## src/rtl/ptr_agu_pkg.sv

```systemverilog
package ptr_agu_pkg;
  typedef enum logic [1:0] {
    OP_ACCESS = 2'd0,
    OP_WADD   = 2'd1,
    OP_WSUB   = 2'd2,
    OP_XPROG  = 2'd3
  } agu_op_e;

  typedef enum logic [1:0] {
    AM_PLAIN   = 2'd0,
    AM_POSTINC = 2'd1,
    AM_PREDEC  = 2'd2,
    AM_DISP    = 2'd3
  } agu_mode_e;

  typedef struct packed {
    logic z;
    logic c;
    logic n;
    logic v;
    logic s;
  } agu_flags_t;
endpackage

```

## src/rtl/ptr_agu_pick.sv

```systemverilog
module ptr_agu_pick #(
  parameter int NPTR = 3,
  parameter int DW   = 8,
  parameter int SELW = 2,
  localparam int AW  = 2 * DW
) (
  input  logic [NPTR*DW-1:0] lo_i,
  input  logic [NPTR*DW-1:0] hi_i,
  input  logic [SELW-1:0]    sel_i,
  output logic [AW-1:0]      pair_o,
  output logic [AW-1:0]      last_o,
  output logic               sel_ok_o
);
  logic [AW-1:0] pairs [NPTR];

  for (genvar g = 0; g < NPTR; g++) begin : g_pair
    assign pairs[g] = {hi_i[g*DW +: DW], lo_i[g*DW +: DW]};
  end

  assign last_o   = pairs[NPTR-1];
  assign sel_ok_o = int'(sel_i) < NPTR;

  always_comb begin
    pair_o = '0;
    for (int i = 0; i < NPTR; i++) begin
      if (int'(sel_i) == i) pair_o = pairs[i];
    end
  end
endmodule

```

## src/rtl/ptr_agu_ea.sv

```systemverilog
module ptr_agu_ea import ptr_agu_pkg::*; #(
  parameter int AW = 16,
  parameter int QW = 6
) (
  input  logic [AW-1:0] ptr_i,
  input  agu_mode_e     mode_i,
  input  logic [QW-1:0] disp_i,
  output logic [AW-1:0] ea_o,
  output logic [AW-1:0] upd_o,
  output logic          upd_en_o
);
  logic [AW-1:0] inc, dec, dsum;

  assign inc  = ptr_i + AW'(1);
  assign dec  = ptr_i - AW'(1);
  assign dsum = ptr_i + {{(AW-QW){1'b0}}, disp_i};

  always_comb begin
    ea_o     = ptr_i;
    upd_o    = ptr_i;
    upd_en_o = 1'b0;
    unique case (mode_i)
      AM_POSTINC: begin
        upd_o    = inc;
        upd_en_o = 1'b1;
      end
      AM_PREDEC: begin
        ea_o     = dec;
        upd_o    = dec;
        upd_en_o = 1'b1;
      end
      AM_DISP:  ea_o = dsum;
      default:  ea_o = ptr_i;
    endcase
  end
endmodule

```

## src/rtl/ptr_agu_walu.sv

```systemverilog
module ptr_agu_walu import ptr_agu_pkg::*; #(
  parameter int AW = 16,
  parameter int KW = 6
) (
  input  logic [AW-1:0] pair_i,
  input  logic [KW-1:0] imm_i,
  input  logic          sub_i,
  output logic [AW-1:0] res_o,
  output agu_flags_t    flags_o
);
  logic [AW:0] wide, opnd;

  assign opnd  = {{(AW+1-KW){1'b0}}, imm_i};
  assign wide  = sub_i ? ({1'b0, pair_i} - opnd) : ({1'b0, pair_i} + opnd);
  assign res_o = wide[AW-1:0];

  always_comb begin
    flags_o.z = ~|res_o;
    flags_o.c = wide[AW];
    flags_o.n = res_o[AW-1];
    flags_o.v = sub_i ? (pair_i[AW-1] & ~res_o[AW-1])
                      : (~pair_i[AW-1] & res_o[AW-1]);
    flags_o.s = flags_o.n ^ flags_o.v;
  end
endmodule

```

## src/rtl/ptr_agu.sv

```systemverilog
module ptr_agu import ptr_agu_pkg::*; #(
  parameter int NPTR = 3,
  parameter int DW   = 8,
  parameter int QW   = 6,
  parameter int KW   = 6,
  parameter int PGW  = 8,
  localparam int AW  = 2 * DW,
  localparam int SELW = $clog2(NPTR + 1)
) (
  input  logic              clk,
  input  logic              rst_n,
  input  logic              req_i,
  input  logic [1:0]        op_i,
  input  logic [1:0]        mode_i,
  input  logic [SELW-1:0]   sel_i,
  input  logic [QW-1:0]     disp_i,
  input  logic [KW-1:0]     imm_i,
  input  logic [PGW-1:0]    page_i,
  input  logic [NPTR*DW-1:0] ptr_lo_i,
  input  logic [NPTR*DW-1:0] ptr_hi_i,
  output logic              daddr_vld_o,
  output logic [AW-1:0]     daddr_o,
  output logic              paddr_vld_o,
  output logic [PGW+AW-1:0] paddr_o,
  output logic              wb_vld_o,
  output logic [SELW-1:0]   wb_sel_o,
  output logic [DW-1:0]     wb_lo_o,
  output logic [DW-1:0]     wb_hi_o,
  output logic              flg_vld_o,
  output logic              flg_z_o,
  output logic              flg_c_o,
  output logic              flg_n_o,
  output logic              flg_v_o,
  output logic              flg_s_o
);
  agu_op_e       op;
  agu_mode_e     mode, ea_mode;
  logic [AW-1:0] pick_ptr, last_ptr, ea_ptr, ea, upd, wres;
  logic          sel_ok, upd_en;
  agu_flags_t    wflags;

  assign op   = agu_op_e'(op_i);
  assign mode = agu_mode_e'(mode_i);

  ptr_agu_pick #(.NPTR(NPTR), .DW(DW), .SELW(SELW)) u_pick (
    .lo_i(ptr_lo_i), .hi_i(ptr_hi_i), .sel_i(sel_i),
    .pair_o(pick_ptr), .last_o(last_ptr), .sel_ok_o(sel_ok)
  );

  // program reads always use the last pointer and only plain/post-increment
  logic is_xp;
  assign is_xp   = (op == OP_XPROG);
  assign ea_ptr  = is_xp ? last_ptr : pick_ptr;
  assign ea_mode = is_xp ? ((mode == AM_POSTINC) ? AM_POSTINC : AM_PLAIN) : mode;

  ptr_agu_ea #(.AW(AW), .QW(QW)) u_ea (
    .ptr_i(ea_ptr), .mode_i(ea_mode), .disp_i(disp_i),
    .ea_o(ea), .upd_o(upd), .upd_en_o(upd_en)
  );

  ptr_agu_walu #(.AW(AW), .KW(KW)) u_walu (
    .pair_i(pick_ptr), .imm_i(imm_i), .sub_i(op == OP_WSUB),
    .res_o(wres), .flags_o(wflags)
  );

  // next-state
  logic              acc_go, word_go, xp_go;
  logic              wb_go;
  logic [SELW-1:0]   wb_sel_d;
  logic [AW-1:0]     wb_val_d;
  logic [PGW+AW-1:0] paddr_d;

  always_comb begin
    acc_go  = req_i && (op == OP_ACCESS) && sel_ok &&
              !((mode == AM_DISP) && (sel_i == '0));
    word_go = req_i && ((op == OP_WADD) || (op == OP_WSUB)) && sel_ok;
    xp_go   = req_i && is_xp;
    paddr_d = {page_i, ea};
    wb_go    = 1'b0;
    wb_sel_d = sel_i;
    wb_val_d = upd;
    if (word_go) begin
      wb_go    = 1'b1;
      wb_val_d = wres;
    end else if (acc_go) begin
      wb_go = upd_en;
    end else if (xp_go) begin
      wb_go    = upd_en;
      wb_sel_d = SELW'(NPTR - 1);
    end
  end

  // registers
  logic [AW-1:0]     daddr_q;
  logic [PGW+AW-1:0] paddr_q;
  logic [SELW-1:0]   wb_sel_q;
  logic [AW-1:0]     wb_val_q;
  agu_flags_t        flags_q;
  logic              dv_q, pv_q, wv_q, fv_q;

  always_ff @(posedge clk or negedge rst_n) begin
    if (!rst_n) begin
      dv_q     <= 1'b0;
      pv_q     <= 1'b0;
      wv_q     <= 1'b0;
      fv_q     <= 1'b0;
      daddr_q  <= '0;
      paddr_q  <= '0;
      wb_sel_q <= '0;
      wb_val_q <= '0;
      flags_q  <= '0;
    end else begin
      dv_q <= acc_go;
      pv_q <= xp_go;
      wv_q <= wb_go;
      fv_q <= word_go;
      if (acc_go)  daddr_q <= ea;
      if (xp_go)   paddr_q <= paddr_d;
      if (wb_go) begin
        wb_sel_q <= wb_sel_d;
        wb_val_q <= wb_val_d;
      end
      if (word_go) flags_q <= wflags;
    end
  end

  assign daddr_vld_o = dv_q;
  assign daddr_o     = daddr_q;
  assign paddr_vld_o = pv_q;
  assign paddr_o     = paddr_q;
  assign wb_vld_o    = wv_q;
  assign wb_sel_o    = wb_sel_q;
  assign wb_lo_o     = wb_val_q[DW-1:0];
  assign wb_hi_o     = wb_val_q[AW-1:DW];
  assign flg_vld_o   = fv_q;
  assign flg_z_o     = flags_q.z;
  assign flg_c_o     = flags_q.c;
  assign flg_n_o     = flags_q.n;
  assign flg_v_o     = flags_q.v;
  assign flg_s_o     = flags_q.s;
endmodule

```

## config.mk

```make
export PLATFORM = sky130hd
export DESIGN_NAME = ptr_agu
export DESIGN_NICKNAME = d
export VERILOG_FILES = /design/src/rtl/ptr_agu_pkg.sv /design/src/rtl/ptr_agu_pick.sv /design/src/rtl/ptr_agu_ea.sv /design/src/rtl/ptr_agu_walu.sv /design/src/rtl/ptr_agu.sv
export SDC_FILE = /design/constraint.sdc
export NUM_CORES = 1
export LEC_CHECK = 0
export BUFFER_PORTS_ARGS = -buffer_cell sky130_fd_sc_hd__buf_4
export CORE_ASPECT_RATIO = 1.1
export CORE_UTILIZATION = 45
export CTS_BUF_LIST = sky130_fd_sc_hd__clkbuf_16
export CTS_CLUSTER_DIAMETER = 30
export DETAILED_ROUTE_END_ITERATION = 7
export PLACE_DENSITY = 0.69
export SLEW_MARGIN = 30
export SYNTH_ARGS = -nofsm -noshare
export SYNTH_HDL_FRONTEND = slang
export SYNTH_SLANG_ARGS = --single-unit
```

## constraint.sdc

```tcl
create_clock -name clk -period 1.15 [get_ports clk]
set_clock_uncertainty 0.05 [all_clocks]
set_input_delay 0.23 -clock clk [delete_from_list [all_inputs] [get_ports clk]]
set_output_delay 0.23 -clock clk [all_outputs]
set_load 0.05 [all_outputs]
```

; ---- After elaboration in Yosys (flattened, before gate mapping)
; Index checks and enable logic that the tools add are counted.
[classes]
addsub = 5
n_mul = 0
n_div = 0
magnitude_cmp = 1
eq_ne = 10
shift = 0
muxes = 18
n_bitwise = 5
reduce_logical = 15
[op_table]
columns = cell, n
row1 = 2-to-1 mux 16 bit, 5
row2 = case mux 16 bit (2 select lines), 2
row3 = adder 16 x 6 -> 17 bit, 1
row4 = 2-to-1 mux 17 bit, 1
row5 = subtractor 16 x 6 -> 17 bit, 1
row6 = "adder 16 x 1 -> 16 bit, second input constant", 1
row7 = adder 16 x 6 -> 16 bit, 1
row8 = OR reduction 16 bit, 1
row9 = "subtractor 16 x 1 -> 16 bit, second input constant", 1
row10 = "== test 2 bit, second input constant", 7
row11 = 2-to-1 mux 2 bit, 4
row12 = logical AND 1 bit, 7
row13 = "== test 2 x 1 -> 1 bit, second input constant", 3
row14 = zero test 2 bit, 3
row15 = 2-to-1 mux 1 bit, 6
row16 = bitwise AND 1 bit, 2
row17 = zero test 1 bit, 2
row18 = "< comparator 2 bit, second input constant", 1
row19 = NOT 1 bit, 2
row20 = OR reduction 2 bit, 1
row21 = logical OR 1 bit, 1
row22 = bitwise XOR 1 bit, 1
[word_totals]
ff_bits = 67
latchBits = 0
ram_bits = 0
romBits = 0
in_bits = 77
out_inout_bits = 67
wordCells = 67
n_memories = 0

; ---- Longest topological paths before layout
[logic_depth]
depth_word = 10
ltp_mapped = 15
ltp_nobuf = 14

; ---- Hierarchy
; A second synthesis with hierarchy kept.
[unflattened]
hier_cells = 686
hier_area_um2 = 6419.9
[by_module_without_submodules]
columns = mod, n_inst, cells_per_inst, area_per_inst_um2, seq_area_each_um2
row1 = ptr_agu, 1, 192, 2989.1, 1676.6
row2 = ptr_agu_ea, 1, 281, 1810.5, 0.0
row3 = ptr_agu_walu, 1, 157, 1113.6, 0.0
row4 = ptr_agu_pick, 1, 56, 506.7, 0.0

; ---- Worst setup path after synthesis
; OpenSTA, ideal clock, no wires.
[synth_timing]
path_type = input-to-reg
start = input port sel_i[0]
end = register flags_q (netlist bit flg_v_o)
setup_time_ps = 141
arrival_ps = 3105
required_ps = 959
slack_ps = -2145
cell_stages = 15
n_path_buf = 3
cell_sequence = and2b_1 -> buf_6 -> buf_6 -> clkbuf_1 -> nand2_1 -> o21ai_0 -> ha_1 -> nor2b_1 -> o31a_1 -> o31ai_1 -> o211a_1 -> nor2_1 -> o311ai_1 -> nand3b_1 -> a31oi_1
[synth_via]
elab_chain_cells = 9
word_cells_on_any_way = 16
classes_between = add/sub: 2 / order compare: 1 / eq/ne: 2 / mux: 5 / bitwise: 4 / reduce/logical: 2
[synth_rtl]
columns = item, line
row1 = start: declaration, ptr_agu.sv:15  ; input logic [SELW-1:0] sel_i,
row2 = zero test 2 bit, ptr_agu_pick.sv:26  ; if (int'(sel_i) == i) pair_o = pairs[i];
row3 = 2-to-1 mux 16 bit (3 in series), ptr_agu_pick.sv:26
row4 = adder 16 x 6 -> 17 bit or subtractor 16 x 6 -> 17 bit (tied branches), ptr_agu_walu.sv:14  ; assign wide = sub_i ? ({1'b0, pair_i} - opnd) : ({1'b0, pair_i} + opnd);
row5 = 2-to-1 mux 17 bit, ptr_agu_walu.sv:14
row6 = NOT 1 bit, ptr_agu_walu.sv:21  ; flags_o.v = sub_i ? (pair_i[AW-1] & ~res_o[AW-1])
row7 = bitwise AND 1 bit, ptr_agu_walu.sv:21
row8 = 2-to-1 mux 1 bit, ptr_agu_walu.sv:21
row9 = end signal: assignment, ptr_agu.sv:123  ; if (word_go) flags_q <= wflags;
row10 = end: declaration, ptr_agu.sv:98  ; agu_flags_t flags_q;
; Several ways; a longest one is shown, not always the timed one.
; A chain may end at the register's enable or synchronous reset.

; ---- Worst setup path after layout
[layout_timing]
start = input port op_i[1]
end = register daddr_q[12], in the netlist daddr_o[12]
[layout_via]
elab_chain_cells = 4
word_cells_on_any_way = 12
classes_between = add/sub: 2 / eq/ne: 3 / mux: 3 / reduce/logical: 4
[layout_rtl]
columns = item, line
row1 = start: declaration, ptr_agu.sv:13  ; input logic [1:0] op_i,
row2 = == test 2 bit or zero test 2 bit (tied branches), "ptr_agu.sv:52, ptr_agu.sv:74"
row3 = "2-to-1 mux 16 bit, or another cell as far along", ptr_agu.sv:53  ; assign ea_ptr = is_xp ? last_ptr : pick_ptr;
row4 = "adder 16 x 6 -> 16 bit, or another cell as far along", ptr_agu_ea.sv:16  ; assign dsum = ptr_i + {{(AW-QW){1'b0}}, disp_i};
row5 = case mux 16 bit (2 select lines) or logical AND 1 bit (tied branches), "ptr_agu_ea.sv:22, ptr_agu.sv:74"
row6 = end signal: assignment, ptr_agu.sv:107  ; daddr_q <= '0;
row7 = end signal: assignment, ptr_agu.sv:117  ; if (acc_go) daddr_q <= ea;
row8 = end: declaration, ptr_agu.sv:94  ; logic [AW-1:0] daddr_q;
; Several ways; a longest one is shown, not always the timed one.

==> results.py <==
metrics = {
    "final_layout": {
        "finalNonFillerCells": 1266,
        "nNetsFinal": 1211,
        "drive_above_1_share": 0.640,
        "final_core_util": 0.940,
        "syn_to_final_growth_pct": 100,
        "nFillCells": 367,
    },
    "placed_design": {
        "place_hpwl_um": 16600,
        "dp.cells": 1136,
        "io_buffers": 143,
        "place_congestion": 0.910,
    },
    "detailed_routing": {
        "ant_nets": 0,
        "viasPerCell": 7.17,
        "vias": 9078,
        "drtPass1Iterations": 6,
        "drt_iter0_markers": 1792,
        "post_drt_wl_per_cell_um": 30.5,
        "wl_um": 38600,
        "drc": 0,
    },
    "synthesis": {
        "synth_top_family_by_area": "compound AO/OA/AOI/OAI gates",
        "synthMuxAreaShare": 0.0636,
        "async_flop_share": 1.00,
        "synth-main-ff-cell": "dfrtp_1",
        "synth_area_um2": 5720,
        "synth_edf_count": 0,
        "synthSimpleGateAreaFrac": 0.220,
        "synth-compound-area-share": 0.238,
        "synth.avg_cell_area_um2": 8.43,
        "ys_ff_latch": 67,
        "ys_types": 78,
        "ys_seq_area_frac": 0.293,
        "yosys_warnings": 0,
        "synth_xor_area_frac": 0.0658,
        "synthesis.nets": 787,
        "synth-adder-area-share": 0.0704,
        "syn-instance-count": 679,
    },
    "timing": {
        "slew-limit-headroom": 0.490,
        "rsz0062_at_grt": "yes",
        "whs_ns": 0.0724,
        "hold_viol_final": 0,
        "fin_crit_ns": 3.53,
        "setup_violations": 133,
        "drv_slew": 0,
        "min_period_over_period": 3.07,
        "worstMarginPinSlew_ns": 0.760,
        "fmax_mhz": 284,
        "fin_ws_ns": -2.38,
    },
    "global_route": {
        "grt_start_max_net_pins": 28,
        "grt_first_pass_wirelength_um": 39700,
        "antenna_found_initial": 6,
        "grt.total_usage": 0.397,
        "grt-ovfl-total": 0,
        "grt_pass1_vias": 7669,
    },
    "flow_run": {
        "max_cap_violations": 0,
    },
    "floorplan": {
        "initial_utilization": 0.469,
        "die_y_um": 120,
        "dieArea_um2": 13200,
        "die_w_um": 110,
        "io_pins": 144,
        "coreArea_um2": 12200,
        "core.rowCount": 42,
    },
    "pwr": {
        "combPwrFrac": 0.610,
        "irDropWorstVdd_mv": 1.61,
        "pwr-share-seq": 0.214,
        "p_switching_mw": 7.51,
        "pwr_density_cell_nw_per_um2": 1420,
        "finalPower_mw": 16.2,
        "switching_share": 0.463,
        "intPower_mw": 8.72,
        "power_leakage_nw": 5.25,
        "clkPwrFrac": 0.177,
    },
    "clock_network": {
        "cts_tree": "built",
        "clk_path_buf_depth": 2,
        "cts_max_level": 3,
        "clock_sinks": 67,
        "path_clk_slew_ns": 0.07,
        "worstSkewPairLatency_ns": 0.34,
        "cts_inserted_buffers": 9,
        "cts_root_buf": "clkbuf_16",
    },
    "worst_setup_path": {
        "rr_worst_depth": 4,
        "cp_data_required_time_ns": 1.34,
        "worst_ep_arrival_time_ns": 3.71,
        "critical_path_class": "in2reg",
        "setup.worst_path.end_class": "flop",
        "path_max_fanout": 7,
        "cp-start-kind": "primary input",
    },
    "worst_hold_path": {
        "whs_path_depth": 2,
        "hold_class": "in2reg",
    },
    "run_status": {
        "run_status": "finished with violations",
        "violations": "negative setup slack",
    },
}
==> stage by stage <==
stage	instance area, um^2	setup TNS (ns)	worst slack, ns
after global placement	8550	-85.77	-1.86
final	11500	-82.07	-2.38
after detailed placement	8550	-88.48	-1.96
after floorplan	6030	-67.64	-1.73
after CTS	10600	-63.47	-1.49
after global routing	11500	-86.25	-2.20
==> layout by cell type, fill, tap and decap left out, types with 8 or more instances in the layout <==
cell type,n
xnor2_1,25
o21ai_0,13
mux2i_1,18
a21oi_2,17
nand4_1,9
buf_4,312
buf_12,13
nand2_1,60
nand2_2,8
inv_1,12
o21ai_1,36
mux2_2,9
clkbuf_16,9
nand3_1,9
ha_1,14
nor2_1,28
nor3_1,15
ha_4,12
buf_6,113
or3_1,9
a21oi_1,11
or3_4,8
o21ai_2,29
nand2_4,13
dfrtp_1,66
==> kinds of logic (layout without fill, tap and decap cells) <==
group | after synthesis | after routing
and+or+nand+nor | 238 | 238
AOI/OAI and AO/OA | 204 | 205
DFF | 67 | 67
buffers and inverters | 61 | 489
xor gates and xnor gates | 43 | 43
muxes | 35 | 35
adders and majority gates | 31 | 31
other | 0 | 4
==> layout make-up <==
type / instances / area (um^2) / share of cell area
Tap cell: 154 / 193 / 0.0168
Timing Repair Buffer: 450 / 4110 / 0.359
Inverter: 22 / 103 / 0.00895
Timing Repair inverter: 1 / 11.3 / 0.000983
Sequential cell: 67 / 1680 / 0.146
Multi-Input combinational cell: 552 / 5060 / 0.441
Antenna cell: 4 / 10.0 / 0.000873
Clock inverter: 7 / 68.8 / 0.00601
Clock buffer: 9 / 225 / 0.0197
==> worst max-delay path, stage by stage <==
cell and delay, ns:
buf_8 0.11, ha_4 0.18, buf_6 0.13, buf_6 0.13, buf_12 0.13, or3_4 0.41
nand2_1 0.13, buf_4 0.23, nand4_1 0.50, nor3_2 0.78, o21ai_2 0.30, xnor2_1 0.21
o21ai_1 0.24
==> metal layers <==
metal	GRT usage	up-vias	part of all wire
li1	-	3356	-
met1	0.464	4160	0.31
met2	0.684	1066	0.42
met3	0.0464	484	0.14
met4	0.243	12	0.13
met5	0	-	0.0045
==> power groups by stage <==
stage | logic (mW) | registers [mW] | clock network [mW]
3_3_place_gp | 6.61 | 3.23 | 0
6_report | 9.90 | 3.47 | 2.87
4_1_cts | 8.11 | 3.30 | 2.73
3_5_place_dp | 6.70 | 3.25 | 0
2_1_floorplan | 2.22 | 5.03 | 0
5_1_grt | 10.1 | 3.48 | 2.96
==> state kept, by name (all words and copies together) (netlist names) <==
| name | cells |
|---|---|
| wb_val_q | 16 |
| paddr_vld_o | 1 |
| flg_vld_o | 1 |
| flg_n_o | 1 |
| daddr_vld_o | 1 |
| flg_s_o | 1 |
| wb_sel_o | 2 |
| flg_c_o | 1 |
| daddr_o | 16 |
| flg_z_o | 1 |
| wb_vld_o | 1 |
| flg_v_o | 1 |
| paddr_o | 24 |
==> repair_timing <==
item,CTS,global route
pin swaps,100,73
hold endpoints to repair,20,0
hold buffers,1,0
setup buffers,64,46
resized for setup,280,130
gates cloned,8,0
endpoints found under the setup margin,133,133
==> path summary, 6_finish.rpt <==
| path | slack, ns | from | end |
|---|---|---|---|
| worst max-delay path | -2.38 | op_i[1] | daddr_o[12] |
| worst min-delay path | 0.07 | page_i[2] | paddr_o[18] |
| worst max register to register | -0.21 | wb_val_q[1] | wb_val_q[1] |
| worst min register to register | 0.49 | paddr_o[18] | paddr_o[18] |
| max in group asynchronous | 0.24 | rst_n | paddr_o[23] |
| min in group asynchronous | 0.30 | rst_n | paddr_o[0] |
==> cell usage after synthesis (15+ instances only) <==
master,number,area [um^2]
o21ai_1,21,105
ha_1,29,363
o21ai_0,59,295
xnor2_1,32,280
nand2_1,81,304
nor3_1,22,110
inv_1,19,71.3
clkbuf_1,25,93.8
nor2_1,36,135
a21oi_1,31,155
dfrtp_1,67,1680
nand3_1,15,75.1
mux2i_1,24,240
(Power assumes the default switching activity.)
